### config.mk
export PLATFORM = sky130hd
export DESIGN_NAME = host_reg_port
export DESIGN_NICKNAME = d
export VERILOG_FILES = /design/src/rtl/host_port_pkg.sv /design/src/rtl/hp_strobe_decode.sv /design/src/rtl/hp_regfile.sv /design/src/rtl/hp_status_irq.sv /design/src/rtl/hp_read_mux.sv /design/src/rtl/host_reg_port.sv
export SDC_FILE = /design/constraint.sdc
export NUM_CORES = 1
export LEC_CHECK = 0
export BUFFER_PORTS_ARGS = -buffer_cell sky130_fd_sc_hd__buf_2
export CORE_UTILIZATION = 40
export CTS_CLUSTER_SIZE = 8
export DETAILED_ROUTE_END_ITERATION = 8
export PLACE_DENSITY = 0.63
export SLEW_MARGIN = 30
export SYNTH_ARGS = -nofsm -noshare
export SYNTH_HDL_FRONTEND = slang
export SYNTH_SLANG_ARGS = --single-unit
### constraint.sdc
create_clock -name clk -period 5.55 [get_ports clk]
set_input_delay 0 -clock clk [delete_from_list [all_inputs] [get_ports clk]]
set_output_delay 0 -clock clk [all_outputs]
set_load 0.01 [all_outputs]
### src/rtl/host_port_pkg.sv
// Package: shared constants for the host register port.
// Assumes the writable file starts at address 0 with the seed bytes,
// followed by four single-byte setup registers in a fixed order.
package host_port_pkg;
    localparam int PSET_BASE = 0;
    localparam int OFS_LEN   = 0;
    localparam int OFS_TAP   = 1;
    localparam int OFS_CTRL  = 2;
    localparam int OFS_EINS  = 3;
    localparam int SETUP_REGS = 4;
endpackage

### src/rtl/hp_strobe_decode.sv
// Module: hp_strobe_decode
// Turns the raw multiplexed bus strobes into single-cycle events for either
// bus timing. Assumes all inputs are already synchronous to clk.
// Outputs: latched address, write data held during the strobe, a write
// pulse at strobe release, and read phase start/end pulses.
module hp_strobe_decode #(
    parameter int BUS_W = 8
) (
    input  logic             clk,
    input  logic             rst_n,
    input  logic             bus_mode,
    input  logic             cs_n,
    input  logic             ale,
    input  logic             rd_ds,
    input  logic             wr_rw,
    input  logic [BUS_W-1:0] ad_in,
    output logic [BUS_W-1:0] addr_q,
    output logic [BUS_W-1:0] wdata_q,
    output logic             wr_stb,
    output logic             rd_phase,
    output logic             rd_start,
    output logic             rd_end
);
    logic wr_phase;
    logic wr_phase_q;
    logic rd_phase_q;
    logic ale_q;

    // Qualify the strobes by chip select and by the selected timing.
    always_comb begin
        if (bus_mode) begin
            rd_phase = !cs_n && rd_ds && wr_rw;
            wr_phase = !cs_n && rd_ds && !wr_rw;
        end else begin
            rd_phase = !cs_n && !rd_ds;
            wr_phase = !cs_n && !wr_rw;
        end
    end

    // Remember the previous phase levels for edge detection.
    always_ff @(posedge clk) begin
        if (!rst_n) begin
            ale_q      <= 1'b0;
            rd_phase_q <= 1'b0;
            wr_phase_q <= 1'b0;
        end else begin
            ale_q      <= ale;
            rd_phase_q <= rd_phase;
            wr_phase_q <= wr_phase;
        end
    end

    // Capture the address when the address strobe falls.
    always_ff @(posedge clk) begin
        if (!rst_n) begin
            addr_q <= '0;
        end else if (ale_q && !ale) begin
            addr_q <= ad_in;
        end
    end

    // Track the bus while the write strobe is active, so hold time at release is not needed.
    always_ff @(posedge clk) begin
        if (!rst_n) begin
            wdata_q <= '0;
        end else if (wr_phase) begin
            wdata_q <= ad_in;
        end
    end

    assign wr_stb   = wr_phase_q && !wr_phase;
    assign rd_start = rd_phase && !rd_phase_q;
    assign rd_end   = rd_phase_q && !rd_phase;

    // a write pulse requires chip select in the previous cycle.
    p_write_needs_cs_r4: assert property (@(posedge clk) disable iff (!rst_n)
        wr_stb |-> $past(!cs_n));

    // the address only moves after an address-strobe fall.
    p_addr_on_ale_fall_r1: assert property (@(posedge clk) disable iff (!rst_n)
        !(ale_q && !ale) |=> $stable(addr_q));
endmodule

### src/rtl/hp_regfile.sv
// Module: hp_regfile
// Writable setup bytes at addresses 0..NREG-1. Assumes a one-cycle write
// pulse from the strobe decoder. Writes to any higher address are dropped.
module hp_regfile #(
    parameter int BUS_W = 8,
    parameter int NREG  = 8
) (
    input  logic                        clk,
    input  logic                        rst_n,
    input  logic                        wr_stb,
    input  logic [BUS_W-1:0]            addr,
    input  logic [BUS_W-1:0]            wdata,
    output logic [NREG-1:0][BUS_W-1:0]  regs
);
    generate
        for (genvar i = 0; i < NREG; i++) begin : g_reg
            // Store one byte when its address is written.
            always_ff @(posedge clk) begin
                if (!rst_n) begin
                    regs[i] <= '0;
                end else if (wr_stb && int'(addr) == i) begin
                    regs[i] <= wdata;
                end
            end
        end
    endgenerate

    // writes outside the writable range change nothing here.
    p_ro_write_ignored_r8: assert property (@(posedge clk) disable iff (!rst_n)
        (wr_stb && int'(addr) >= NREG) |=> $stable(regs));
endmodule

### src/rtl/hp_status_irq.sv
// Module: hp_status_irq
// Sticky status byte fed by one-cycle event pulses. A clear mask from the
// read path removes bits, and a new event wins over a clear. The interrupt
// request is active while any bit is set.
module hp_status_irq #(
    parameter int STAT_W = 8
) (
    input  logic              clk,
    input  logic              rst_n,
    input  logic [STAT_W-1:0] evt,
    input  logic [STAT_W-1:0] clr_mask,
    output logic [STAT_W-1:0] status_q,
    output logic              irq_pull
);
    // Latch events and apply the read-triggered clear.
    always_ff @(posedge clk) begin
        if (!rst_n) begin
            status_q <= '0;
        end else begin
            status_q <= (status_q & ~clr_mask) | evt;
        end
    end

    assign irq_pull = |status_q;

    // a set bit only goes away through the clear mask.
    p_status_sticky_r10: assert property (@(posedge clk) disable iff (!rst_n)
        1'b1 |=> (($past(status_q) & ~$past(clr_mask) & ~status_q) == '0));

    // the interrupt only rises after an event.
    p_irq_from_event_r9: assert property (@(posedge clk) disable iff (!rst_n)
        $rose(irq_pull) |-> $past(|evt));
endmodule

### src/rtl/hp_read_mux.sv
// Module: hp_read_mux
// Selects the read byte for the latched address. The writable file comes
// first, then three multi-byte read-only groups (most significant byte
// first), then status. Everything above reads as zero.
module hp_read_mux #(
    parameter int BUS_W = 8,
    parameter int NREG  = 8,
    parameter int CNT_W = 32
) (
    input  logic [BUS_W-1:0]           addr,
    input  logic [NREG-1:0][BUS_W-1:0] regs,
    input  logic [CNT_W-1:0]           bit_cnt,
    input  logic [CNT_W-1:0]           err_cnt,
    input  logic [CNT_W-1:0]           rx_pat,
    input  logic [BUS_W-1:0]           status,
    output logic [BUS_W-1:0]           rdata,
    output logic                       is_status
);
    localparam int CNT_BYTES = CNT_W / BUS_W;
    localparam int BC_BASE   = NREG;
    localparam int EC_BASE   = BC_BASE + CNT_BYTES;
    localparam int RX_BASE   = EC_BASE + CNT_BYTES;
    localparam int ST_ADDR   = RX_BASE + CNT_BYTES;

    // Decode the address into one read byte.
    always_comb begin
        int a;
        int idx;
        a         = int'(addr);
        idx       = 0;
        rdata     = '0;
        is_status = 1'b0;
        if (a < NREG) begin
            rdata = regs[a];
        end else if (a < EC_BASE) begin
            idx   = CNT_BYTES - 1 - (a - BC_BASE);
            rdata = bit_cnt[idx*BUS_W +: BUS_W];
        end else if (a < RX_BASE) begin
            idx   = CNT_BYTES - 1 - (a - EC_BASE);
            rdata = err_cnt[idx*BUS_W +: BUS_W];
        end else if (a < ST_ADDR) begin
            idx   = CNT_BYTES - 1 - (a - RX_BASE);
            rdata = rx_pat[idx*BUS_W +: BUS_W];
        end else if (a == ST_ADDR) begin
            rdata     = status;
            is_status = 1'b1;
        end
    end
endmodule

### src/rtl/host_reg_port.sv
// Module: host_reg_port (top)
// Multiplexed host register port with a strap-selected bus timing.
// Assumes synchronous strobes. The read byte is snapshotted when the read
// strobe starts and driven until one clock after it ends. A status read
// clears the returned bits when the strobe ends.
module host_reg_port #(
    parameter int BUS_W  = 8,
    parameter int PSET_W = 32,
    parameter int CNT_W  = 32
) (
    input  logic              clk,
    input  logic              rst_n,
    input  logic              bus_mode,
    input  logic              cs_n,
    input  logic              ale,
    input  logic              rd_ds,
    input  logic              wr_rw,
    input  logic [BUS_W-1:0]  ad_in,
    output logic [BUS_W-1:0]  ad_out,
    output logic              ad_oe,
    output logic              irq_pull,
    output logic [PSET_W-1:0] pat_set,
    output logic [BUS_W-1:0]  pat_len,
    output logic [BUS_W-1:0]  poly_tap,
    output logic [BUS_W-1:0]  pat_ctrl,
    output logic [BUS_W-1:0]  err_ins,
    input  logic [CNT_W-1:0]  bit_cnt,
    input  logic [CNT_W-1:0]  err_cnt,
    input  logic [CNT_W-1:0]  rx_pat,
    input  logic [BUS_W-1:0]  status_evt
);
    import host_port_pkg::*;

    localparam int PSET_BYTES = PSET_W / BUS_W;
    localparam int NREG       = PSET_BYTES + SETUP_REGS;

    logic [BUS_W-1:0]           addr_q;
    logic [BUS_W-1:0]           wdata_q;
    logic                       wr_stb;
    logic                       rd_phase;
    logic                       rd_start;
    logic                       rd_end;
    logic [NREG-1:0][BUS_W-1:0] regs;
    logic [BUS_W-1:0]           rdata;
    logic                       rd_is_status;
    logic                       stat_rd_q;
    logic [BUS_W-1:0]           status_q;
    logic [BUS_W-1:0]           clr_mask;

    hp_strobe_decode #(.BUS_W(BUS_W)) u_dec (
        .clk(clk), .rst_n(rst_n), .bus_mode(bus_mode), .cs_n(cs_n),
        .ale(ale), .rd_ds(rd_ds), .wr_rw(wr_rw), .ad_in(ad_in),
        .addr_q(addr_q), .wdata_q(wdata_q), .wr_stb(wr_stb),
        .rd_phase(rd_phase), .rd_start(rd_start), .rd_end(rd_end)
    );

    hp_regfile #(.BUS_W(BUS_W), .NREG(NREG)) u_regs (
        .clk(clk), .rst_n(rst_n), .wr_stb(wr_stb), .addr(addr_q),
        .wdata(wdata_q), .regs(regs)
    );

    hp_read_mux #(.BUS_W(BUS_W), .NREG(NREG), .CNT_W(CNT_W)) u_mux (
        .addr(addr_q), .regs(regs), .bit_cnt(bit_cnt), .err_cnt(err_cnt),
        .rx_pat(rx_pat), .status(status_q), .rdata(rdata),
        .is_status(rd_is_status)
    );

    hp_status_irq #(.STAT_W(BUS_W)) u_stat (
        .clk(clk), .rst_n(rst_n), .evt(status_evt), .clr_mask(clr_mask),
        .status_q(status_q), .irq_pull(irq_pull)
    );

    // Snapshot the read byte at strobe start and follow the read phase with the drive enable.
    always_ff @(posedge clk) begin
        if (!rst_n) begin
            ad_out    <= '0;
            ad_oe     <= 1'b0;
            stat_rd_q <= 1'b0;
        end else begin
            ad_oe <= rd_phase;
            if (rd_start) begin
                ad_out    <= rdata;
                stat_rd_q <= rd_is_status;
            end
        end
    end

    assign clr_mask = (rd_end && stat_rd_q) ? ad_out : '0;

    // Present the seed bytes, most significant at the lowest address.
    generate
        for (genvar i = 0; i < PSET_BYTES; i++) begin : g_pset
            assign pat_set[(PSET_BYTES-1-i)*BUS_W +: BUS_W] = regs[PSET_BASE+i];
        end
    endgenerate

    assign pat_len  = regs[PSET_BYTES+OFS_LEN];
    assign poly_tap = regs[PSET_BYTES+OFS_TAP];
    assign pat_ctrl = regs[PSET_BYTES+OFS_CTRL];
    assign err_ins  = regs[PSET_BYTES+OFS_EINS];

    // the bus is released one clock after the read phase ends.
    p_bus_release_r5: assert property (@(posedge clk) disable iff (!rst_n)
        !rd_phase |=> !ad_oe);

    // no drive without chip select in the cycle before.
    p_drive_needs_cs_r4: assert property (@(posedge clk) disable iff (!rst_n)
        ad_oe |-> $past(!cs_n));
endmodule

==> results of run 1 <==
==> kinds of logic after synthesis <==
group                    Yosys count  share of synthesized area [%]
multiplexers                      54                           18.7
adder cells (fa/ha/maj)            2                          0.444
flip-flops                       100                           35.5
AND/OR/NAND/NOR                  139                           14.9
buffers and inverters             61                           6.12
AO/OA/AOI/OAI                    200                           24.3
==> Yosys cell counts, drive strengths merged <==
cell     count
a2111oi      1
a211o        1
a211oi       1
a21bo        1
a21boi      74
a21o         1
a21oi        4
a221oi       6
a22o         7
a22oi        1
a31oi        9
and2         3
and3        12
and4         3
buf         25
clkbuf      33
dfxtp      100
ha           2
inv          3
mux2         2
mux2i       13
mux4        39
nand2       12
nand2b       1
nand3       67
nand4        1
nand4b       1
nor2         7
nor2b       20
nor3         2
nor4         3
nor4b        2
o2111a       4
o2111ai      4
o21a         8
o21ai       78
or2          1
or2b         1
or3          1
or3b         1
or4          1
==> path summary, 6_finish.rpt <==
path              startpoint          endpoint  slack, ns  cells after the start
max          u_dec.addr_q[0]         ad_out[0]       2.88                      5
min                     cs_n  u_dec.rd_phase_q       0.02                      3
max reg2reg  u_dec.addr_q[0]         ad_out[0]       2.88                      5
min reg2reg        stat_rd_q         stat_rd_q       0.47                      2
==> cell usage in the layout (no fill, tap or decap), drive strengths merged, types with 6 or more instances in the layout <==
cell type | netlist | layout
a21boi | 74 | 74
nand2 | 12 | 12
o21ai | 78 | 78
dfxtp | 100 | 100
a31oi | 9 | 9
nor2 | 7 | 7
buf | 25 | 196
and3 | 12 | 12
a22o | 7 | 7
mux2i | 13 | 13
dlygate4sd3 | 0 | 17
o21a | 8 | 8
mux4 | 39 | 39
clkbuf | 33 | 12
a221oi | 6 | 6
nor2b | 20 | 20
nand3 | 67 | 67
==> flip-flops by register name, summed over array words and instances (netlist names) <==
name and flops:
u_regs.regs 64, ad_out 8, u_dec.addr_q 8, u_dec.wdata_q 8, u_stat.status_q 8, stat_rd_q 1, u_dec.ale_q 1, u_dec.rd_phase_q 1
u_dec.wr_phase_q 1
==> stage by stage <==
| stage | worst slack, ns | total power [W] | cells | util [%] |
|---|---|---|---|---|
| 6_report | 2.88 | 0.00159 | 907 | 50.5 |
| 5_1_grt | 2.58 | 0.00164 | 907 | 50.5 |
| 4_1_cts | 2.84 | 0.00159 | 907 | 50.5 |
| 3_5_place_dp | 2.84 | 0.000973 | 874 | 47.2 |
| 3_3_place_gp | 2.92 | 0.000970 | 874 | 47.2 |
| 2_1_floorplan | 3.62 | 0.000896 | 556 | - |
==> layer usage <==
layer	share of wire, %	vias up	routed length, microns
met3	8.4	30	1630
met1	41	2641	7960
met5	0	-	0
li1	-	2455	-
met4	2.3	0	440
met2	48	281	9320
==> tightest hold or removal path: cells and delay by family <==
kind | cells | cell delay (ns)
AO/OA/AOI/OAI | 1 | 0.08
buffers and inverters | 1 | 0.09
AND/OR/NAND/NOR | 1 | 0.14
==> power groups by stage <==
stage / Sequential, W / Clock (W) / Combinational (W)
after detailed placement: 0.000773 / 0 / 0.000200
after global routing: 0.000758 / 0.000657 / 0.000227
after global placement: 0.000772 / 0 / 0.000198
after floorplan: 0.000757 / 0 / 0.000139
final: 0.000756 / 0.000619 / 0.000211
after CTS: 0.000756 / 0.000625 / 0.000210
==> layout make-up <==
class	instances	area, sq um
inverters	3	11.3
multi-input cells	395	3300
well taps	180	225
repair buffers	213	1160
clock buffers	12	256
clock inverters	4	32.5
fillers	1293	6840
flip-flops and latches	100	2000
==> flow_metrics.env, run 1 <==
export IMPL_die_area_sq_um=14600
export IMPL_cts_root_buf="clkbuf_16"
export IMPL_seqPwrFrac_pct=47.7
export IMPL_met3_usage_pct=5.75
export IMPL_post_route_period_util_pct=48.1
export IMPL_synth_cells=556
export IMPL_synth_area_sq_um=5640
export IMPL_ys_ff_latch=100
export IMPL_cts_setup_buffers=0
export IMPL_vias_per_cell=5.96
export IMPL_io_pins=193
export IMPL_postCtsHoldBufs=17
export IMPL_grt_max_degree=101
export IMPL_area_growth_synth_to_final_pct=23.9
export IMPL_cp_data_required_time_ns=5.78
export IMPL_worstMarginPinSlew_ns=0.998
export IMPL_grt_pass1_vias=5016
export IMPL_fin_nets=843
export IMPL_num_vias=5407
export IMPL_path_class="reg2reg"
export IMPL_grt_pass1_wl_microns=29400
export IMPL_finalWirelength_microns=19300
export IMPL_hpwl_microns=13900
export IMPL_period_needed_ns=2.67
export IMPL_drt_iter0_markers=434
export IMPL_top_usage_layer="met2"
export IMPL_leakagePower_nw=2.73
export IMPL_port_buffers=192
export IMPL_drc_errors=0
export IMPL_dr_pass1_iters=5
export IMPL_ir_drop_mv=0.147
export IMPL_drive_gt1_share_pct=36.7
export IMPL_whs_ns=0.0184
export IMPL_worst_path_most_repeated_cell="a31oi_1"
export IMPL_hold_viol=0
export IMPL_placed_cell_area_sq_um=6530
export IMPL_insertion_delay_ns=0.35
export IMPL_start_util_pct=40.8
export IMPL_synth_area_leader_cell="dfxtp_1"
export IMPL_yosysSeqAreaShare_pct=35.5
export IMPL_grt_use_met2_pct=44.6
export IMPL_numCtsBuffers=9
export IMPL_groute_usage_overall_pct=26.7
export IMPL_cts_reportedPaths_clkPinSlew_ns=0.07
export IMPL_die_w_microns=121
export IMPL_clockPowerShare_pct=39.0
export IMPL_stdcell_area_sq_um=6990
export IMPL_maxCapViolations=0
export IMPL_synth_fp_nets=677
export IMPL_synth_area_top_cells="dfxtp_1 36%, mux4_2 13%, o21ai_0 6.9%, a21boi_1 6.3%, nand3_1 5.9%"
export IMPL_status="completed"
export IMPL_rows=43
export IMPL_synth_top_cell_area_share_pct=35.5
export IMPL_tritoncts="done"
export IMPL_rsz0062_at_grt="no"
export IMPL_crit_chain="buf_4, mux4_1, mux2_2, a31oi_1, a31oi_1"
export IMPL_insertedDiodeCount=0
export IMPL_max_slew_margin_pct=33.3
export IMPL_slowest_delay_ns=0.85
export IMPL_cts_resized=0
export IMPL_crit_slowest_cell="dfxtp_2"
export IMPL_p_sw_share_pct=26.5
export IMPL_wl_per_cell_microns=21.3
export IMPL_fin_setup_tns_ns=0
export IMPL_ys_warn_count=0
export IMPL_cp_arrival_ns=2.90
export IMPL_max_freq_ghz=0.374
export IMPL_critPathTopFamily="multiplexers"
export IMPL_switching_power_w=0.000421
export IMPL_skew_ns=0.00917
export IMPL_core_area_sq_um=13800
export IMPL_cp_start_kind="flop"
export IMPL_critPathCaptureType="flop"
export IMPL_syn_area_per_cell_sq_um=10.1
export IMPL_cts_max_level=3
export IMPL_synthDistinctLibCells=54
export IMPL_clock_path_buffers=2
export IMPL_p_int_w=0.00117
export IMPL_gr_total_overflow=0
export IMPL_clock_sinks=100
export IMPL_hold_path_class="in2reg"
export IMPL_ant_nets=0
export IMPL_gp_congestion=0.862
export IMPL_drv_slew=0
export IMPL_crit_fanout=26
export IMPL_share_comb_of_total_power_pct=13.3
export IMPL_antenna_found_initial=0
export IMPL_grtUsageMet1_pct=34.0
export IMPL_die_height_microns=121
export IMPL_p_per_area_nw_per_um2=227
export IMPL_finalSetupViolations=0
export IMPL_crit_buf_inv=1
Power figures use the tool's default switching activity.
==> run 2: changes to the inputs <==
- ABC_AREA: default -> 1
- PLACE_DENSITY: 0.63 -> 0.64
- clock period: 5.55 -> 2.6 ns (I/O delays scaled with it)
==> run 2 against run 1 <==
Against the previous run:
- synthesized cell count grew 45%
- critical endpoint unchanged
- clock power rose to 2.6 times the previous value
- hold slack got worse by 0.0083 ns
- sequential cell count is the same
- clock skew up 0.0013 ns
- register-to-register slack got worse by 2.5 ns
- clock-buffer cell count decreased by 2
- largest cell class unchanged
- via count up 10%
- final cell count increased by 29%
==> flow_metrics.env, run 2 <==
export IMPL_hold_path_class="in2reg"
export IMPL_synth_area_mux_share_pct=0
export IMPL_synth_fp_nets=927
export IMPL_drv_slew=0
export IMPL_port_buffers=192
export IMPL_cts_resized=0
export IMPL_die_w_microns=117
export IMPL_post_route_period_util_pct=85.8
export IMPL_period_needed_ns=2.23
export IMPL_groute_usage_overall_pct=26.1
export IMPL_yosys_area_share_adder_pct=0.471
export IMPL_finalWirelength_microns=18100
export IMPL_status="completed"
export IMPL_cp_start_kind="flop"
export IMPL_syn_area_per_cell_sq_um=6.59
export IMPL_tritoncts="done"
export IMPL_synth_top_family_by_area="simple AND/OR/NAND/NOR gates"
export IMPL_start_util_pct=41.6
export IMPL_die_height_microns=117
export IMPL_hold_viol=0
export IMPL_final_common_cell="buf_2"
export IMPL_wl_per_cell_microns=15.5
export IMPL_switching_power_w=0.000968
export IMPL_gp_congestion=0.866
export IMPL_reg2reg_from="u_dec.addr_q[2]"
export IMPL_ir_drop_mv=0.478
export IMPL_ys_ff_latch=100
export IMPL_grt_pass1_wl_microns=27100
export IMPL_dr_pass1_iters=5
export IMPL_fin_cells=1167
export IMPL_clock_path_buffers=2
export IMPL_p_per_area_nw_per_um2=554
export IMPL_drc_errors=0
export IMPL_antenna_found_initial=0
export IMPL_fin_setup_tns_ns=0
export IMPL_cts_reportedPaths_clkPinSlew_ns=0.07
export IMPL_placed_cell_area_sq_um=6300
export IMPL_synth_compound_area_share_pct=19.4
export IMPL_crit_fanout=8
export IMPL_synth_xor_area_share_pct=0
export IMPL_cp_data_required_time_ns=2.89
export IMPL_p_sw_share_pct=25.6
export IMPL_ant_nets=0
export IMPL_final_cell_mix="192 x buf_2, 176 x nand2_1, 102 x a21oi_1"
export IMPL_seqPwrFrac_pct=43.1
export IMPL_yosysMostFrequentCell="nand2_1"
export IMPL_preCtsSetupSlack_ns=0.419
export IMPL_rows=41
export IMPL_fin_nets=1112
export IMPL_synthDistinctLibCells=31
export IMPL_regArea_sq_um=2000
export IMPL_cp_startpoint="u_dec.addr_q[2]"
export IMPL_cp_arrival_ns=2.52
export IMPL_largest_register_ffs=64
export IMPL_max_slew_margin_pct=37.3
export IMPL_finalSetupViolations=0
export IMPL_clock_sinks=100
export IMPL_maxCapViolations=0
export IMPL_area_growth_synth_to_final_pct=28.3
export IMPL_regMostFlops="u_regs.regs"
export IMPL_multi_input_area_sq_um=2760
export IMPL_drt_iter0_markers=473
export IMPL_whs_ns=0.0101
export IMPL_clockPowerShare_pct=42.5
export IMPL_path_class="reg2reg"
export IMPL_critPathCaptureType="flop"
export IMPL_dp_cells=1136
export IMPL_hpwl_microns=13400
export IMPL_io_pins=193
export IMPL_ys_warn_count=0
export IMPL_grt_pass1_vias=5292
export IMPL_leakagePower_nw=3.16
export IMPL_drive_gt1_share_pct=24.1
export IMPL_yosys_most_used_dff="dfxtp_1"
export IMPL_synth_cells=806
export IMPL_cts_root_buf="clkbuf_16"
export IMPL_core_area_sq_um=12800
export IMPL_synth_area_sq_um=5310
export IMPL_vias_per_cell=5.11
export IMPL_worstMarginPinSlew_ns=0.935
export IMPL_yosysSeqAreaShare_pct=37.7
export IMPL_synthArstFlopShare_pct=0
export IMPL_cts_max_level=3
export IMPL_max_freq_ghz=0.448
export IMPL_num_vias=5958
export IMPL_num_fill_cells=1322
export IMPL_die_area_sq_um=13700
export IMPL_gr_total_overflow=0
export IMPL_synth_top_cell_area_share_pct=37.7
export IMPL_setup_ws_ns=0.370
export IMPL_synth_edf_count=0
export IMPL_synth_area_top_cells="dfxtp_1 38%, nand2_1 12%, a21oi_1 9.6%, o21ai_0 8.4%, nand3_1 7.3%"
export IMPL_insertion_delay_ns=0.35
export IMPL_share_comb_of_total_power_pct=14.4
export IMPL_p_int_w=0.00281
export IMPL_worstHoldStart="rd_ds"
export IMPL_stdcell_area_sq_um=6820
export IMPL_grt_max_degree=74
export IMPL_skew_ns=0.0105
export IMPL_synth_area_leader_cell="dfxtp_1"
export IMPL_yosys_top_cells_count="176 x nand2_1, 102 x a21oi_1, 100 x dfxtp_1"
export IMPL_numCtsBuffers=9
export IMPL_rsz0062_at_grt="no"
export IMPL_insertedDiodeCount=0
export IMPL_synth_simple_gate_area_share_pct=32.0
## run 2: cell count changes after synthesis, moves of 27 or more
cell      previous run  this run
nand2_1             12       176
nor2_1               4        85
mux4_2              32         0
a21boi_0            27         0
a21oi_1              4       102
a21boi_1            47         0
inv_1                2        76
## run 2: worst paths after layout
path,to,slack [ns],cells past startpoint
worst max-delay path,ad_out[0],0.37,11
worst min-delay path,u_dec.rd_phase_q,0.01,4
worst max register to register,ad_out[0],0.37,11
worst min register to register,u_regs.regs[41],0.47,2
## run 2: power groups by stage
stage / logic (W) / clock network, W / registers (W)
6_report: 0.000544 / 0.00160 / 0.00163
2_1_floorplan: 0.000328 / 0 / 0.00164
5_1_grt: 0.000608 / 0.00170 / 0.00163
4_1_cts: 0.000540 / 0.00163 / 0.00163
3_3_place_gp: 0.000519 / 0 / 0.00166
3_5_place_dp: 0.000519 / 0 / 0.00166
## run 2: cells by family (layout without fill, tap and decap cells)
logic type,count (synthesis),after routing
AND/OR/NAND/NOR,381,381
AO/OA/AOI/OAI,200,200
buffers and inverters,123,312
flip-flops,100,100
adder cells (fa/ha/maj),2,2
## run 2: repair_timing
action                                 in CTS  in global routing
endpoints found under the hold margin      20                  0
setup buffers                               0                  0
hold buffers                               16                  0
## run 2: metrics by stage
stage | power [W] | util (%)
finish | 0.00378 | 53.4
global placement | 0.00218 | 49.3
floorplan | 0.00197 | -
CTS | 0.00380 | 53.4
detailed placement | 0.00218 | 49.3
global route | 0.00394 | 53.4
## run 2: worst max-delay path: stages, from the launching register on
cell and delay, ns:
dfxtp_1 0.43, inv_1 0.08, ha_1 0.34, nor2_1 0.21, nand2_1 0.08, nor2_1 0.46, o21ai_0 0.19, nand2_1 0.12
nand2_1 0.06, nand2_1 0.08, nor2_1 0.04, nor2_1 0.07
## run 2: layout make-up
| cell class | count | area share (%) |
|---|---|---|
| multi-input cells | 583 | 40.4 |
| flip-flops and latches | 100 | 29.4 |
| repair buffers | 216 | 17.3 |
| inverters | 81 | 4.53 |
| clock buffers | 10 | 3.36 |
| well taps | 172 | 3.16 |
| clock inverters | 5 | 1.84 |
## run 2: layer usage
layer / GRT usage [%] / wire [microns] / up-vias
met2: 40.1 / 8140 / 223
met5: 0 / 0 / -
met1: 36.5 / 8540 / 2684
li1: - / - / 3024
met3: 4.38 / 1040 / 27
met4: 9.79 / 399 / 0
